### src/rtl/rtmr_pkg.sv
package rtmr_pkg;
  // What the counter does on the coming clock edge.
  typedef enum logic [2:0] {
    SRC_HOLD,
    SRC_ZERO,
    SRC_LOAD,
    SRC_RELOAD,
    SRC_INC,
    SRC_WRAP,
    SRC_FINISH
  } cnt_src_e;
endpackage

### src/rtl/rtmr_sync.sv
module rtmr_sync #(
  parameter int STAGES = 2
) (
  input  logic clk,
  input  logic rst,
  input  logic sync_in,
  input  logic rise_en,
  input  logic fall_en,
  output logic evt
);
  logic [STAGES-1:0] stg;
  logic              last;

  for (genvar i = 0; i < STAGES; i++) begin : g_stage
    if (i == 0) begin : g_first
      always_ff @(posedge clk) begin
        if (rst) stg[0] <= 1'b0;
        else     stg[0] <= sync_in;
      end
    end else begin : g_next
      always_ff @(posedge clk) begin
        if (rst) stg[i] <= 1'b0;
        else     stg[i] <= stg[i-1];
      end
    end
  end

  always_ff @(posedge clk) begin
    if (rst) last <= 1'b0;
    else     last <= stg[STAGES-1];
  end

  assign evt = (rise_en & stg[STAGES-1] & ~last) |
               (fall_en & ~stg[STAGES-1] & last);
endmodule

### src/rtl/rtmr_ctrl.sv
module rtmr_ctrl
  import rtmr_pkg::*;
#(
  parameter int CNT_W    = 32,
  parameter int TRIG_W   = 4,
  parameter int CHAN_IDX = 1
) (
  input  logic              clk,
  input  logic              rst,
  input  logic              cnt_en,
  input  logic              one_shot,
  input  logic              cnt_clr,
  input  logic              upd_wr,
  input  logic              hw_evt,
  input  logic              sw_sync_en,
  input  logic [TRIG_W-1:0] sw_trig,
  input  logic              follow_en,
  input  logic              prev_sync,
  input  logic              dbg_pause_en,
  input  logic              dbg_halt,
  input  logic [CNT_W-1:0]  cnt_q,
  input  logic [CNT_W-1:0]  reload_val,
  output cnt_src_e          src
);
  localparam logic [TRIG_W-1:0] MY_TRIG = TRIG_W'(1) << CHAN_IDX;

  logic upd_prev;
  logic done;
  logic follow_hit;
  logic sw_hit;
  logic sync_hit;
  logic upd_edge;
  logic paused;
  logic at_top;

  if (CHAN_IDX != 0) begin : g_follow
    assign follow_hit = follow_en & prev_sync;
  end else begin : g_no_follow
    assign follow_hit = 1'b0;
  end

  assign sw_hit   = sw_sync_en & (|(sw_trig & MY_TRIG));
  assign sync_hit = hw_evt | sw_hit | follow_hit;
  assign upd_edge = upd_wr & ~upd_prev;
  assign paused   = dbg_pause_en & dbg_halt;
  assign at_top   = (cnt_q == reload_val);

  always_comb begin
    if (cnt_clr)                         src = SRC_ZERO;
    else if (upd_edge)                   src = SRC_LOAD;
    else if (sync_hit)                   src = SRC_RELOAD;
    else if (paused || !cnt_en || done)  src = SRC_HOLD;
    else if (at_top)                     src = one_shot ? SRC_FINISH : SRC_WRAP;
    else                                 src = SRC_INC;
  end

  always_ff @(posedge clk) begin
    if (rst) begin
      upd_prev <= 1'b0;
      done     <= 1'b0;
    end else begin
      upd_prev <= upd_wr;
      case (src)
        SRC_FINISH:                    done <= 1'b1;
        SRC_ZERO, SRC_LOAD, SRC_RELOAD: done <= 1'b0;
        default:                       done <= done;
      endcase
    end
  end
endmodule

### src/rtl/rtmr_core.sv
module rtmr_core
  import rtmr_pkg::*;
#(
  parameter int CNT_W = 32
) (
  input  logic             clk,
  input  logic             rst,
  input  cnt_src_e         src,
  input  logic [CNT_W-1:0] upd_val,
  input  logic [CNT_W-1:0] reload_val,
  output logic [CNT_W-1:0] cnt_q,
  output logic [CNT_W-1:0] cnt_d,
  output logic             rld_pulse,
  output logic             sync_out
);
  always_comb begin
    case (src)
      SRC_ZERO, SRC_WRAP: cnt_d = '0;
      SRC_LOAD:           cnt_d = upd_val;
      SRC_RELOAD:         cnt_d = reload_val;
      SRC_INC:            cnt_d = cnt_q + CNT_W'(1);
      default:            cnt_d = cnt_q;
    endcase
  end

  always_ff @(posedge clk) begin
    if (rst) begin
      cnt_q     <= '0;
      rld_pulse <= 1'b0;
      sync_out  <= 1'b0;
    end else begin
      cnt_q     <= cnt_d;
      rld_pulse <= (src == SRC_WRAP) || (src == SRC_FINISH);
      sync_out  <= (src == SRC_RELOAD);
    end
  end
endmodule

### src/rtl/rtmr_cmp.sv
module rtmr_cmp
  import rtmr_pkg::*;
#(
  parameter int CNT_W = 32
) (
  input  logic             clk,
  input  logic             rst,
  input  logic             cmp_en,
  input  logic             cmp_init,
  input  cnt_src_e         src,
  input  logic [CNT_W-1:0] cnt_d,
  input  logic [CNT_W-1:0] cmp0_val,
  input  logic [CNT_W-1:0] cmp1_val,
  output logic             cmp_out,
  output logic             cmp0_pulse,
  output logic             cmp1_pulse
);
  logic hit0;
  logic hit1;

  assign hit0 = (src == SRC_INC) && (cnt_d == cmp0_val);
  assign hit1 = (src == SRC_INC) && (cnt_d == cmp1_val);

  always_ff @(posedge clk) begin
    if (rst) begin
      cmp_out    <= 1'b0;
      cmp0_pulse <= 1'b0;
      cmp1_pulse <= 1'b0;
    end else begin
      cmp0_pulse <= hit0;
      cmp1_pulse <= hit1;
      if (!cmp_en) begin
        cmp_out <= cmp_init;
      end else begin
        case (src)
          SRC_HOLD: cmp_out <= cmp_out;
          SRC_INC:  cmp_out <= cmp_out ^ hit0 ^ hit1;
          default:  cmp_out <= cmp_init;
        endcase
      end
    end
  end
endmodule

### src/rtl/rtmr_chan.sv
module rtmr_chan
  import rtmr_pkg::*;
#(
  parameter int CNT_W       = 32,
  parameter int TRIG_W      = 4,
  parameter int CHAN_IDX    = 1,
  parameter int SYNC_STAGES = 2
) (
  input  logic              clk,
  input  logic              rst,
  input  logic              cnt_en,
  input  logic              one_shot,
  input  logic              cnt_clr,
  input  logic              upd_wr,
  input  logic [CNT_W-1:0]  upd_val,
  input  logic [CNT_W-1:0]  reload_val,
  input  logic [CNT_W-1:0]  cmp0_val,
  input  logic [CNT_W-1:0]  cmp1_val,
  input  logic              cmp_en,
  input  logic              cmp_init,
  input  logic              sync_in,
  input  logic              sync_rise_en,
  input  logic              sync_fall_en,
  input  logic              sw_sync_en,
  input  logic [TRIG_W-1:0] sw_trig,
  input  logic              follow_en,
  input  logic              prev_sync,
  input  logic              dbg_pause_en,
  input  logic              dbg_halt,
  output logic [CNT_W-1:0]  cnt_q,
  output logic              cmp_out,
  output logic              rld_pulse,
  output logic              cmp0_pulse,
  output logic              cmp1_pulse,
  output logic              sync_out
);
  logic             hw_evt;
  cnt_src_e         src;
  logic [CNT_W-1:0] cnt_d;

  rtmr_sync #(.STAGES(SYNC_STAGES)) u_sync (
    .clk     (clk),
    .rst     (rst),
    .sync_in (sync_in),
    .rise_en (sync_rise_en),
    .fall_en (sync_fall_en),
    .evt     (hw_evt)
  );

  rtmr_ctrl #(.CNT_W(CNT_W), .TRIG_W(TRIG_W), .CHAN_IDX(CHAN_IDX)) u_ctrl (
    .clk          (clk),
    .rst          (rst),
    .cnt_en       (cnt_en),
    .one_shot     (one_shot),
    .cnt_clr      (cnt_clr),
    .upd_wr       (upd_wr),
    .hw_evt       (hw_evt),
    .sw_sync_en   (sw_sync_en),
    .sw_trig      (sw_trig),
    .follow_en    (follow_en),
    .prev_sync    (prev_sync),
    .dbg_pause_en (dbg_pause_en),
    .dbg_halt     (dbg_halt),
    .cnt_q        (cnt_q),
    .reload_val   (reload_val),
    .src          (src)
  );

  rtmr_core #(.CNT_W(CNT_W)) u_core (
    .clk        (clk),
    .rst        (rst),
    .src        (src),
    .upd_val    (upd_val),
    .reload_val (reload_val),
    .cnt_q      (cnt_q),
    .cnt_d      (cnt_d),
    .rld_pulse  (rld_pulse),
    .sync_out   (sync_out)
  );

  rtmr_cmp #(.CNT_W(CNT_W)) u_cmp (
    .clk        (clk),
    .rst        (rst),
    .cmp_en     (cmp_en),
    .cmp_init   (cmp_init),
    .src        (src),
    .cnt_d      (cnt_d),
    .cmp0_val   (cmp0_val),
    .cmp1_val   (cmp1_val),
    .cmp_out    (cmp_out),
    .cmp0_pulse (cmp0_pulse),
    .cmp1_pulse (cmp1_pulse)
  );
endmodule

### config.mk
export PLATFORM = sky130hd
export DESIGN_NAME = rtmr_chan
export DESIGN_NICKNAME = d
export VERILOG_FILES = /design/src/rtl/rtmr_pkg.sv /design/src/rtl/rtmr_sync.sv /design/src/rtl/rtmr_ctrl.sv /design/src/rtl/rtmr_core.sv /design/src/rtl/rtmr_cmp.sv /design/src/rtl/rtmr_chan.sv
export SDC_FILE = /design/constraint.sdc
export NUM_CORES = 1
export LEC_CHECK = 0
export ABC_AREA = 1
export CORE_ASPECT_RATIO = 1.25
export CORE_MARGIN = 2
export CORE_UTILIZATION = 40
export DETAILED_ROUTE_END_ITERATION = 6
export DONT_BUFFER_PORTS = 1
export SETUP_SLACK_MARGIN = 0.15
export SLEW_MARGIN = 20
export SYNTH_ARGS = -nofsm -noshare
export SYNTH_HDL_FRONTEND = slang
export SYNTH_SLANG_ARGS = --single-unit
### constraint.sdc
create_clock -name clk -period 3.2 [get_ports clk]
set_input_delay 0.64 -clock clk [delete_from_list [all_inputs] [get_ports clk]]
set_output_delay 0.64 -clock clk [all_outputs]
set_load 0.02 [all_outputs]
; ---- Word-level counts from Yosys, hierarchy flattened
; Index checks and enable logic that the tools add are counted.
; W data, S select, Z words.
[totals]
output_inout_bits = 37
register_bits = 42
input_bits = 148
word_cells = 58
[classes]
eq_ne = 10
bitwise = 16
n_reduce_logical = 10
n_addsub = 1
muxes = 10
[ops]
columns = operator, count
row1 = $pmux W32 S4, 1
row2 = $eq A32 B32 Y1, 3
row3 = $add A32 B1 Y32 const B, 1
row4 = $mux W3, 5
row5 = $eq A3 B3 Y1 const B, 3
row6 = $and A1 B1 Y1, 8
row7 = $eq A3 B2 Y1 const B, 2
row8 = $pmux W1 S2, 2
row9 = $eq A3 B1 Y1 const B, 1
row10 = $logic_not A3 Y1, 1
row11 = $logic_or A1 B1 Y1, 3
row12 = $not A1 Y1, 3
row13 = $or A1 B1 Y1, 3
row14 = $reduce_or A3 Y1, 1
row15 = $logic_and A1 B1 Y1, 2
row16 = $mux W2, 1
row17 = $ne A2 B2 Y1 const B, 1
row18 = $reduce_bool A2 Y1, 1
row19 = $reduce_or A2 Y1, 1
row20 = $xor A1 B1 Y1, 2
row21 = $logic_not A1 Y1, 1
row22 = $mux W1, 1

; ---- Depth between registers and ports, before layout
; Gate-level depths: netlist of run 1.
[logic_depth]
word_depth = 18
mapped_depth = 32

; ---- Hierarchy
; A second synthesis of run 1 with hierarchy kept.
[unflattened]
hier_cells = 968
area_unflattened_um2 = 5124.9
[by_module_without_submodules]
columns = mod, cells_per_inst, area_each_um2, n_inst
row1 = rtmr_core, 507, 2822.7, 1
row2 = rtmr_cmp, 305, 1514.0, 1
row3 = rtmr_ctrl, 143, 688.2, 1
row4 = rtmr_sync, 13, 100.1, 1

; ---- Least setup slack after synthesis of run 1
; Ideal clock, no wire load.
[synth_timing]
path_type = input -> register
startpoint = input port follow_en
endpoint = register u_cmp.cmp_out
t_required_ps = 3091
cell_stages = 26
arrival_ps = 2939
path_slack_ps = 152
n_path_buf = 3
path_cell_list = nand2_1 > o211a_1 > nand2_1 > nor2_1 > nand3_1 > buf_2 > clkinv_1 > nand3_2 > buf_6 > inv_4 > buf_6 > nand2_1 > nand4_1 > nand2_1 > nand2_1 > nand3_1 > nor2_1 > nand3b_1 > nor2_2 > nand2_1 > nand2_1 > nand3_1 > nand3_1 > nand3_1 > nand2_1 > inv_1
[synth_between]
elab_chain_len = 14
word_cells_on_any_way = 22
classes_between = eq/ne (8) / mux (6) / bitwise (4) / reduce/logical (4)
[synth_lines]
columns = element, line_no
row1 = "start, declared", rtmr_chan.sv:26  ; input logic follow_en,
row2 = $and A1 B1 Y1 *, rtmr_ctrl.sv:37  ; assign follow_hit = follow_en & prev_sync;
row3 = $or A1 B1 Y1 *, rtmr_ctrl.sv:43  ; assign sync_hit = hw_evt | sw_hit | follow_hit;
row4 = $mux W3 *, rtmr_ctrl.sv:51  ; else if (sync_hit) src = SRC_RELOAD;
row5 = $mux W3 *, rtmr_ctrl.sv:50  ; else if (upd_edge) src = SRC_LOAD;
row6 = $mux W3 *, rtmr_ctrl.sv:49  ; if (cnt_clr) src = SRC_ZERO;
row7 = $eq A3 B1 Y1 / $eq A3 B3 Y1 (equally long branches), rtmr_core.sv:17  ; case (src)
row8 = $reduce_or A2 Y1, rtmr_core.sv:17
row9 = $pmux W32 S4, rtmr_core.sv:17
row10 = $eq A32 B32 Y1, rtmr_cmp.sv:21  ; assign hit0 = (src == SRC_INC) && (cnt_d == cmp0_val);
row11 = $logic_and A1 B1 Y1, rtmr_cmp.sv:21
row12 = $xor A1 B1 Y1 (2 in series), rtmr_cmp.sv:37  ; SRC_INC: cmp_out <= cmp_out ^ hit0 ^ hit1;
row13 = $pmux W1 S2, rtmr_cmp.sv:35  ; case (src)
row14 = $mux W1, rtmr_cmp.sv:32  ; if (!cmp_en) begin
row15 = "end signal, assigned", rtmr_cmp.sv:33  ; cmp_out <= cmp_init;
row16 = "end signal, assigned", rtmr_cmp.sv:36  ; SRC_HOLD: cmp_out <= cmp_out;
row17 = "end signal, assigned", rtmr_cmp.sv:37
row18 = "end, declared", rtmr_cmp.sv:14  ; output logic cmp_out,
; Every way passes the cells marked *; elsewhere a longest branch is shown, timed or not.
; A chain may end at the register's enable or synchronous reset.

; ---- Final worst setup path of run 1
[layout_timing]
startpoint = input port reload_val[2]
endpoint = register u_cmp.cmp_out
[layout_between]
elab_chain_len = 15
word_cells_on_any_way = 23
classes_between = eq/ne (9) / mux (8) / bitwise (2) / reduce/logical (4)
[layout_lines]
columns = element, line_no
row1 = "start, declared", rtmr_chan.sv:16  ; input logic [CNT_W-1:0] reload_val,
row2 = $eq A32 B32 Y1, rtmr_ctrl.sv:46  ; assign at_top = (cnt_q == reload_val);
row3 = $mux W3, rtmr_ctrl.sv:53  ; else if (at_top) src = one_shot ? SRC_FINISH : SRC_WRAP;
row4 = $mux W3, rtmr_ctrl.sv:52  ; else if (paused || !cnt_en || done) src = SRC_HOLD;
row5 = $mux W3, rtmr_ctrl.sv:51
row6 = $mux W3, rtmr_ctrl.sv:50
row7 = $mux W3, rtmr_ctrl.sv:49
row8 = $eq A3 B1 Y1 / $eq A3 B3 Y1 (equally long branches), rtmr_core.sv:17
row9 = $reduce_or A2 Y1, rtmr_core.sv:17
row10 = $pmux W32 S4, rtmr_core.sv:17
row11 = $eq A32 B32 Y1, rtmr_cmp.sv:21
row12 = $logic_and A1 B1 Y1, rtmr_cmp.sv:21
row13 = $xor A1 B1 Y1 (2 in series), rtmr_cmp.sv:37
row14 = $pmux W1 S2, rtmr_cmp.sv:35
row15 = $mux W1, rtmr_cmp.sv:32
; Several ways; a longest one is shown, not always the timed one.

==> reports/qor.yml, run 1 <==
status: "finished, violations left"
violations: "negative setup slack"
vias: 7667
drive_gt1_share_pct: 26.53
seq_area_um2: 859.6
layout_commonest_cell: "nand2_1"
grt_usage_pct: 34.17
cpPeakStageDelay_ps: 250
diodes: 0
die_h_um: 137.0
ir_worst_vdd_mv: 0.2321
crit_path_top_delay_cell: "nand4_1"
areaGrowthSynthToFinish_pct: 39.36
hold_viol: 0
grt_overflow_total: 0
max-cap-violations: 0
grt_pass1_vias: 7156
setup_violations: 2
dp_cells: 1407
ios: 185
holdPathEnd: "u_cmp.cmp1_pulse"
fillerInstances: 1500
r2r_cells: 27
dieWidth_um: 110.4
multi_input_comb_area_mm2: 0.004293
power.leakage_uw: 0.004059
arrival_ps: 3630
netlist_area_mm2: 0.005662
clkSinkCount: 42
holdCritPathClass: "in2reg"
ctsHoldBuffers: 0
rows: 48
nets: 1403
reg2reg_to: "u_cmp.cmp_out"
clk_latency_ps: 300
yosysUniqueCellTypes: 40
crit_path_start_kind: "input pin"
vias_per_cell: 5.362
mostFrequentLayoutCells: "nand2_1 (352), buf_4 (201), inv_1 (140)"
finalCritPeriodShare_pct: 107.2
synth_top_area_share_pct: 24.86
grt_pass1_wl_um: 39420
avgSynthCellArea_um2: 5.346
rrSetupSlack_ps: -220
yosysWarnings: 0
tightest_slew_ps: 393.1
crit_path_start: "reload_val[2]"
place.gp.congestion: 0.9762
portBuffers: 0
min-delay-start: "rst"
numCtsBuffers: 5
drt_iter0_markers: 621
holdPathStages: 1
path_max_fanout: 13
reg2reg_from: "u_core.cnt_q[2]"
required_ps: 3400
clk_pin_slew_ps: 70
syn_inst: 1059
rsz0062_at_grt: "true"
ys_seq_area_share_pct: 14.85
routed_wl_um: 26900
dp_hpwl_um: 22260
slew_headroom_pct: 73.62
crit_top_cell: "nand2_1"
ys_ff_latch: 42
cpLargestDelayFamily: "simple AND/OR/NAND/NOR gates"
dieArea_mm2: 0.01513
ant_nets: 0
synth_top_cell_by_area: "nand2_1"
p_per_area_mw_per_mm2: 291.9
finalMaxSlewViolations: 0
grt_max_degree: 42
clockBufferDepth: 2
cts_tree: "built"
skew_ps: 5.775
path_buf_inv: 5
final-instance-count-excl-fill: 1430
holdWs_ps: 403.9
dr.pass1.iters: 7
clockRootBuffer: "clkbuf_16"
core_area_mm2: 0.01381
start_util_pct: 40.99
final_util_pct: 57.12
max_clock_freq_ghz: 0.2916
wl_per_cell_um: 18.81
antenna_found_initial: 0
drc: 0
syn-num-nets: 1208
h-tree-depth: 2
worst_setup_path_end_kind: "flop"
synth_area_leaders: "nand2_1 (25%), dfxtp_1 (15%), nand4_1 (9.8%)"
critical_path_class: "in2reg"
setup_ws_ps: -229.3
layout_min_cycle_time_ps: 3429
## report_power, final
part | internal (µW) | switching (µW)
clock network | 311 | 254
registers | 557 | 35.6
logic | 482 | 664
## cell families after synthesis
kind of cell    share of synthesized area [%]
fa+ha+maj                              0.2210
flops                                   14.85
buf+inv                                 13.59
xor+xnor                                8.022
simple gates                            60.22
compound gates                          3.094
## layer usage
metal | share of wire [%] | up-vias | track usage [%]
li1 | - | 3767 | -
met1 | 36 | 3445 | 37.56
met2 | 49 | 370 | 62.20
met3 | 7.6 | 85 | 5.403
met4 | 7.0 | 0 | 20.49
met5 | 0 | - | 0
## repair_timing
action | CTS | global route
resized for setup | 59 | 34
cloned | 2 | 1
pin swaps | 9 | 27
setup buffers | 3 | 9
setup endpoints to repair | 3 | 3
## how the worst max path moves through the flow
| stage | end | slack [ps] | cells after the start |
|---|---|---|---|
| global route | u_cmp.cmp_out | -440 | 25 |
| floorplan | u_cmp.cmp_out | 150 | 26 |
| detailed placement | u_cmp.cmp_out | -670 | 28 |
| finish | u_cmp.cmp_out | -230 | 27 |
| global placement | u_cmp.cmp_out | -670 | 28 |
| CTS | u_cmp.cmp_out | -30 | 27 |
## sequential cells by signal (all words and copies together) (netlist names)
signal and flops:
u_ctrl.done 1, u_core.sync_out 1, u_sync.last 1, u_core.cnt_q 32, u_cmp.cmp1_pulse 1, u_cmp.cmp0_pulse 1
u_sync.stg 2, u_core.rld_pulse 1, u_ctrl.upd_prev 1, u_cmp.cmp_out 1
## cell usage after synthesis
master       n
xor2_1      25
nand4_1     89
inv_4        2
nand2_8      1
nand2_4      3
buf_2       11
inv_1      140
nand4_2      1
dfxtp_1     42
xnor2_1     25
nand3b_1    10
xor2_2       1
nor4_1       3
nor2_8       1
or2_2        8
a31oi_1      5
nand2_1    375
buf_4        1
a21oi_1      5
o21ai_1      2
nand3_1     83
o2111ai_1    2
clkbuf_1    10
clkinv_1     1
and2_1       1
buf_1        1
o211a_1      1
ha_1         1
nor3b_1      3
inv_2        6
or2_4        3
nand2_2      6
buf_6        9
o21ai_2      3
nand3_2      3
nor2_1     131
o21ai_0     11
or2_1        6
nor2_2       6
nor3_1      22
## stage by stage
stage / TNS (ps) / area, µm² / setup WS, ps / total power [µW]
floorplan: 0 / 5662 / 151.9 / 1186
global placement: -1519 / 7268 / -673.9 / 1638
detailed placement: -1512 / 7268 / -670.4 / 1644
CTS: -31.66 / 7694 / -31.66 / 2260
global route: -823.7 / 7890 / -438.3 / 2419
finish: -285.4 / 7890 / -229.3 / 2303
## area by class of cell
type                       instances  share of cell area (%)
multi-input combinational        836                   54.41
timing repair buffer             220                   22.82
sequential                        42                   10.89
inverter                         149                   7.184
tap                              175                   2.775
clock buffer                       6                   1.760
clock inverter                     2                  0.1586
Note: power is estimated with default switching activity, not from simulation.
==> inputs of run 2 (changes only) <==
--- a/config.mk
+++ b/config.mk
@@ -11,7 +11,6 @@
 export CORE_UTILIZATION = 40
 export DETAILED_ROUTE_END_ITERATION = 6
 export DONT_BUFFER_PORTS = 1
-export SETUP_SLACK_MARGIN = 0.15
 export SLEW_MARGIN = 20
 export SYNTH_ARGS = -nofsm -noshare
 export SYNTH_HDL_FRONTEND = slang
==> reports/qor.yml, run 2 (synthesis results as in run 1) <==
status: "finished, violations left"  # unchanged
violations: "negative setup slack"  # unchanged
tightest_slew_ps: 593.7  # was 393.1 ps
slew_headroom_pct: 60.00  # was 73.62%
clk_pin_slew_ps: 70  # about the same
core_area_mm2: 0.01381  # unchanged
ios: 185  # unchanged
wl_per_cell_um: 18.75  # was 18.81 µm
clockRootBuffer: "clkbuf_16"  # unchanged
mostFrequentLayoutCells: "nand2_1 (356), buf_4 (198), inv_1 (138)"  # was nand2_1 (352), buf_4 (201), inv_1 (140)
holdCritPathClass: "reg2reg"  # was in2reg
die_h_um: 137.0  # unchanged
cts_tree: "built"  # unchanged
dr.pass1.iters: 6  # was 7
grt_overflow_total: 0  # unchanged
start_util_pct: 40.99  # unchanged
rsz0062_at_grt: "true"  # unchanged
preCtsSetupSlack_ps: -670.4  # unchanged
drc: 0  # unchanged
ant_nets: 0  # unchanged
numCtsBuffers: 5  # unchanged
cpPeakStageDelay_ps: 430  # was 250 ps
grt_usage_pct: 33.98  # was 34.17%
final-instance-count-excl-fill: 1423  # was 1430
largest_reg_flops: 32  # unchanged
multi_input_comb_area_mm2: 0.004250  # was 0.004293 mm²
dieArea_mm2: 0.01513  # unchanged
drt_iter0_markers: 603  # was 621
clk_latency_ps: 300  # about the same
setup_violations: 2  # unchanged
diodes: 0  # unchanged
worst_setup_path_end_kind: "flop"  # unchanged
grt_pass1_vias: 7105  # was 7156
grt_pass1_wl_um: 39210  # was 39420 µm
rows: 48  # unchanged
finalCritPeriodShare_pct: 105.8  # was 107.2%
clockBufferDepth: 2  # unchanged
nets: 1396  # was 1403
crit_path_start_kind: "flop"  # was input pin
path_max_fanout: 25  # was 13
layout_min_cycle_time_ps: 3387  # was 3429 ps
required_ps: 3400  # about the same
crit_top_cell: "nand2_1"  # unchanged
dp_cells: 1407  # unchanged
largest-register: "u_core.cnt_q"  # unchanged
p_per_area_mw_per_mm2: 293.3  # was 291.9 mW/mm²
ir_worst_vdd_mv: 0.2297  # was 0.2321 mV
max-cap-violations: 0  # unchanged
areaGrowthSynthToFinish_pct: 36.69  # was 39.36%
critical_path_class: "reg2reg"  # was in2reg
ctsHoldBuffers: 0  # unchanged
routed_wl_um: 26680  # was 26900 µm
finalMaxSlewViolations: 0  # unchanged
max_clock_freq_ghz: 0.2953  # was 0.2916 GHz
crit_path_top_delay_cell: "dfxtp_1"  # was nand4_1
arrival_ps: 3590  # was 3630 ps
vias: 7582  # was 7667
setup_ws_ps: -186.8  # was -229.3 ps
power.leakage_uw: 0.003988  # was 0.004059 µW
antenna_found_initial: 0  # unchanged
layout_commonest_cell: "nand2_1"  # unchanged
dieWidth_um: 110.4  # unchanged
drive_gt1_share_pct: 25.80  # was 26.53%
clkSinkCount: 42  # unchanged
hold_viol: 0  # unchanged
h-tree-depth: 2  # unchanged
dp_hpwl_um: 22260  # unchanged
seq_area_um2: 863.3  # was 859.6 µm²
vias_per_cell: 5.328  # was 5.362
fillerInstances: 1529  # was 1500
skew_ps: 4.041  # was 5.775 ps
grt_max_degree: 42  # unchanged
reg_top3: "u_core.cnt_q x32, u_sync.stg x2"  # unchanged
place.gp.congestion: 0.9762  # unchanged
portBuffers: 0  # unchanged
==> run 2: worst paths after layout <==
path	start	endpoint	slack, ps	depth (start not counted)
max	u_core.cnt_q[6]	u_cmp.cmp_out	-190	28
min	u_sync.stg[0]	u_sync.stg[1]	410	2
max reg2reg	u_core.cnt_q[6]	u_cmp.cmp_out	-190	28
min reg2reg	u_sync.stg[0]	u_sync.stg[1]	410	2
==> run 2: power by group <==
part | total, µW | switching (µW) | internal (µW)
Clock | 562 | 251 | 311
Combinational | 1110 | 655 | 460
Sequential | 593 | 35.8 | 557
==> run 2: metrics by stage <==
stage                     hold slack (ps)  utilization, %  TNS [ps]  area (µm²)  power (µW)
after floorplan                     388.3               -         0        5662        1186
after global placement              390.1           52.62     -1519        7268        1638
after detailed placement            399.3           52.62     -1512        7268        1644
after CTS                           395.1           54.78    -66.66        7567        2240
after global routing                398.6           56.02    -870.1        7739        2390
final                               406.5           56.02    -239.0        7739        2270
==> run 2: per-layer routing <==
layer | vias up | global-route usage [%] | wire length [µm]
li1 | 3748 | - | -
met1 | 3409 | 37.29 | 9865
met2 | 341 | 61.76 | 13120
met3 | 84 | 5.846 | 1833
met4 | 0 | 20.00 | 1860
met5 | - | 0 | 0
==> run 2: critical path, delay by kind of cell (launching register included) <==
kind / cells / cell delay (ps)
and+or+nand+nor: 23 / 2210
xor gates and xnor gates: 1 / 160
buffers and inverters: 4 / 470
DFF: 1 / 430
==> run 2: timing repair <==
action | CTS | global route
pin swaps | 7 | 24
endpoints found under the hold margin | 0 | 0
endpoints found under the setup margin | 3 | 3
gates resized for setup | 39 | 42
cloned | 1 | 2
setup buffers | 1 | 4
==> run 2: area by class of cell <==
class,instances,area share (%)
sequential,42,11.16
multi-input combinational,836,54.92
tap,175,2.829
timing repair buffer,213,21.84
clock inverter,2,0.1617
clock buffer,6,1.795
inverter,149,7.292
